**src/rtl/soft_reset_seq.sv**
```systemverilog
module soft_reset_seq #(
  parameter int NUM_DOMAINS  = 7,
  parameter int PULSE_CYCLES = 64,
  parameter int BUSY_BIT     = 10,
  parameter int FORCE_BIT    = 9
) (
  input  logic                   clk,
  input  logic                   rst_n,
  input  logic                   wr_en,
  input  logic [1:0]             wr_be,
  input  logic [31:0]            wr_data,
  output logic [31:0]            rd_data,
  output logic [NUM_DOMAINS-1:0] dom_rst,
  output logic                   busy,
  output logic                   irq_force
);
  localparam int CW = $clog2(PULSE_CYCLES + 1);
  localparam logic [CW-1:0] LOAD = CW'(PULSE_CYCLES);

  logic                   hi_wr;
  logic                   lo_wr;
  logic [NUM_DOMAINS-1:0] req;

  assign hi_wr = wr_en && wr_be[1];
  assign lo_wr = wr_en && wr_be[0];
  assign req   = hi_wr ? wr_data[16 +: NUM_DOMAINS] : '0;

  for (genvar i = 0; i < NUM_DOMAINS; i++) begin : g_dom
    logic [CW-1:0] cnt;
    always_ff @(posedge clk or negedge rst_n) begin
      if (!rst_n)           cnt <= '0;
      else if (req[i])      cnt <= LOAD;
      else if (cnt != '0)   cnt <= cnt - 1'b1;
    end
    assign dom_rst[i] = (cnt != '0);
  end

  always_ff @(posedge clk or negedge rst_n) begin
    if (!rst_n) irq_force <= 1'b0;
    else        irq_force <= lo_wr && wr_data[FORCE_BIT];
  end

  assign busy    = |dom_rst;
  assign rd_data = {{(15-BUSY_BIT){1'b0}}, busy, {BUSY_BIT{1'b0}}, 16'h0000};
endmodule


```
**config.mk**
```make
export PLATFORM = sky130hd
export DESIGN_NAME = soft_reset_seq
export DESIGN_NICKNAME = d
export VERILOG_FILES = /design/src/rtl/soft_reset_seq.sv
export SDC_FILE = /design/constraint.sdc
export NUM_CORES = 1
export LEC_CHECK = 0
export CORE_MARGIN = 2
export CORE_UTILIZATION = 35
export CTS_CLUSTER_SIZE = 12
export DETAILED_ROUTE_END_ITERATION = 10
export SYNTH_ARGS = -nofsm -noshare
export SYNTH_HDL_FRONTEND = slang
export SYNTH_SLANG_ARGS = --single-unit
```
**constraint.sdc**
```tcl
create_clock -name clk -period 3.05 [get_ports clk]
set_input_delay 0.7625 -clock clk [delete_from_list [all_inputs] [get_ports clk]]
set_output_delay 0.7625 -clock clk [all_outputs]
set_load 0.02 [all_outputs]
```
==> metrics.cfg <==
[critical_path]
critPathMaxStageDelay_ns=0.46
cp.required_ns=2.29
crit_chain=inv_1 -> ha_2 -> or3b_4 -> or4_4 -> nor4_4 -> nand2_1 -> buf_2
slowest_stage=or4_4
worst_setup_path_end_kind=output port
critical_path_arrival_ns=2.19
critPathLaunchType=register
worstPathMaxFanout=3
crit_type=register to output port

[detailed_routing]
wirelength_um=4840
drtPass1Iterations=4
drt_iter0_markers=31
wl_per_cell_um=11.2
num_vias=1968
ant_nets=0
viasPerCell=4.55
drc_errors=0

[final_layout]
regArea_sq_um=1250
insertedDiodeCount=0
multi_input_area_sq_um=1350
nNetsFinal=374
utilization=0.412
area_growth_pct=13.9
drive_gt1_frac=0.103
n_fill_cell=764

[timing]
fmax_mhz=339
slew_viol_final=0
clock_skew_ns=0.00439
period_share=0.966
slew_headroom=0.547
timing.final.hold_violations=0
min_period_ns=2.95
finalSetupTns_ns=0
setup_violations=0
tightest_slew_ns=0.680
rsz0062_at_grt=true

[logic_synthesis]
synth_edf_count=0
synthDistinctLibCells=40
netlist_area_sq_um=2810
synth_seq_cells=50
avgSynthCellArea_sq_um=9.43
ys_warn_count=0
async_flop_share=1.00
syn_inst=298
ys.flop_type=dfrtp_1
synth-seq-area-share=0.445

[grt]
first_global_vias=1878
overflow=0
grt_usage=0.122
grt_max_degree=32
grt_pass1_wl_um=8380
antenna_found_initial=0

[min_path]
hp-class=register to register

[die]
initial_core_util=0.362
die_area_sq_um=8760
die_h_um=93.6
io_pins=78
rows=32
die_w_um=93.6
core_sq_um=7770

[clocking]
cts-buffers-inserted=5
clk-insertion-delay-late_ns=0.30
clk_pin_slew_ns=0.09
cts-root-buf=clkbuf_8
htreeDepth=2
clock_sinks=50
tritoncts=yes
cts_max_path_buffers=2

[place]
portBuffers=22
hpwlAfterDp_um=3660
gp_congestion=0.790

[pwr]
p_per_area_nw_per_um2=925
vdd_drop_max_uv=404
p_leak_uw=0.00145

[job]
max_cap_viol_count=0

[status]
status=finished, final reports clean

==> per-stage QoR <==
stage,cells,power (uW),hold WS (ns),cell area [sq um],setup slack [ns]
global route,433,3270,0.503,3200,-0.0365
detailed placement,424,2520,0.467,3080,-0.0188
finish,433,2960,0.483,3200,0.102
CTS,432,2980,0.487,3190,0.0231
floorplan,328,2240,0.451,2920,0.213
global placement,424,2480,0.461,3080,-0.0136
==> synth_stat cells (3+ instances only) <==
library cell | n | area, sq um
dfrtp_1 | 50 | 1250
nor2_1 | 44 | 165
buf_4 | 32 | 240
xnor2_1 | 19 | 166
a21oi_1 | 16 | 80.1
inv_1 | 16 | 60.1
nor2b_1 | 11 | 68.8
a211oi_1 | 10 | 75.1
nand2_1 | 10 | 37.5
and3_1 | 8 | 50.1
nand2b_1 | 8 | 50.1
or2_1 | 8 | 50.1
clkbuf_1 | 7 | 26.3
ha_1 | 7 | 87.6
a21o_1 | 6 | 45.0
o21ai_0 | 6 | 30.0
or3_1 | 6 | 37.5
a2111oi_0 | 4 | 35.0
nor4_1 | 4 | 25.0
or4_1 | 4 | 30.0
nor3_1 | 3 | 15.0
==> sequential cells by signal (all words and copies together) (netlist names) <==
register and flops:
g_dom.cnt 49, irq_force 1
==> critical path, delay by kind of cell, from the launching register on <==
family / cells / cell delay (ns)
DFF: 1 / 0.39
buffers and inverters: 2 / 0.23
adders and majority gates: 1 / 0.18
and+or+nand+nor: 4 / 1.09
==> metal layers <==
metal / share of wire / global-route usage / vias to the layer above
met1: 0.49 / 0.162 / 910
li1: - / - / 1010
met3: 0.036 / 0.0346 / 5
met5: 0 / 0 / -
met2: 0.47 / 0.195 / 43
met4: 0.011 / 0.0326 / 0
==> report_power, final <==
part	internal [uW]	leakage [uW]	switching, uW
Combinational	659	0.000787	605
Clock	229	0.0000575	214
Sequential	977	0.000608	275
Total	1870	0.00145	1090
==> timing repair <==
action / 4_1_cts / 5_1_grt
hold endpoints to repair: 0 / 0
hold buffers: 0 / 0
pin swaps: 0 / 1
setup endpoints to repair: 3 / 4
resized for setup: 11 / 4
buffers inserted: 0 / 1
==> final cells by class <==
| type | count | share of cell area |
|---|---|---|
| Timing Repair Buffer | 35 | 0.0939 |
| Sequential cell | 50 | 0.391 |
| Inverter | 16 | 0.0188 |
| Clock buffer | 8 | 0.0344 |
| Tap cell | 102 | 0.0399 |
| Multi-Input combinational cell | 222 | 0.422 |
==> layout by cell type (no fill, tap or decap), types with 11 or more instances in the layout <==
master           count
nor2_1              44
conb_1              31
nor2b_1             11
inv_1               16
clkdlybuf4s50_1     18
dfrtp_1             50
xnor2_1             19
a21oi_1             16
buf_4               14
==> final timing paths <==
check	startpoint	end	slack, ns	cells past startpoint
worst max-delay path	g_dom[1].cnt[1]	rd_data[26]	0.10	7
worst min-delay path	g_dom[4].cnt[6]	g_dom[4].cnt[6]	0.48	1
worst max register to register	g_dom[1].cnt[1]	g_dom[1].cnt[0]	1.10	7
worst min register to register	g_dom[4].cnt[6]	g_dom[4].cnt[6]	0.48	1
max in group asynchronous	rst_n	g_dom[2].cnt[0]	1.93	2
min in group asynchronous	rst_n	g_dom[6].cnt[6]	0.49	1
==> cells by family (layout without fill, tap and decap cells) <==
logic type	after synthesis	in the layout	share of synthesized area
buffers and inverters	56	59	0.120
other	1	31	0.00134
XOR/XNOR	19	19	0.0592
AO/OA/AOI/OAI	46	46	0.109
flip-flops	50	50	0.445
AND/OR/NAND/NOR	117	117	0.226
multiplexers	2	2	0.00757
adder cells (fa/ha/maj)	7	7	0.0312
Power figures use the tool's default switching activity.
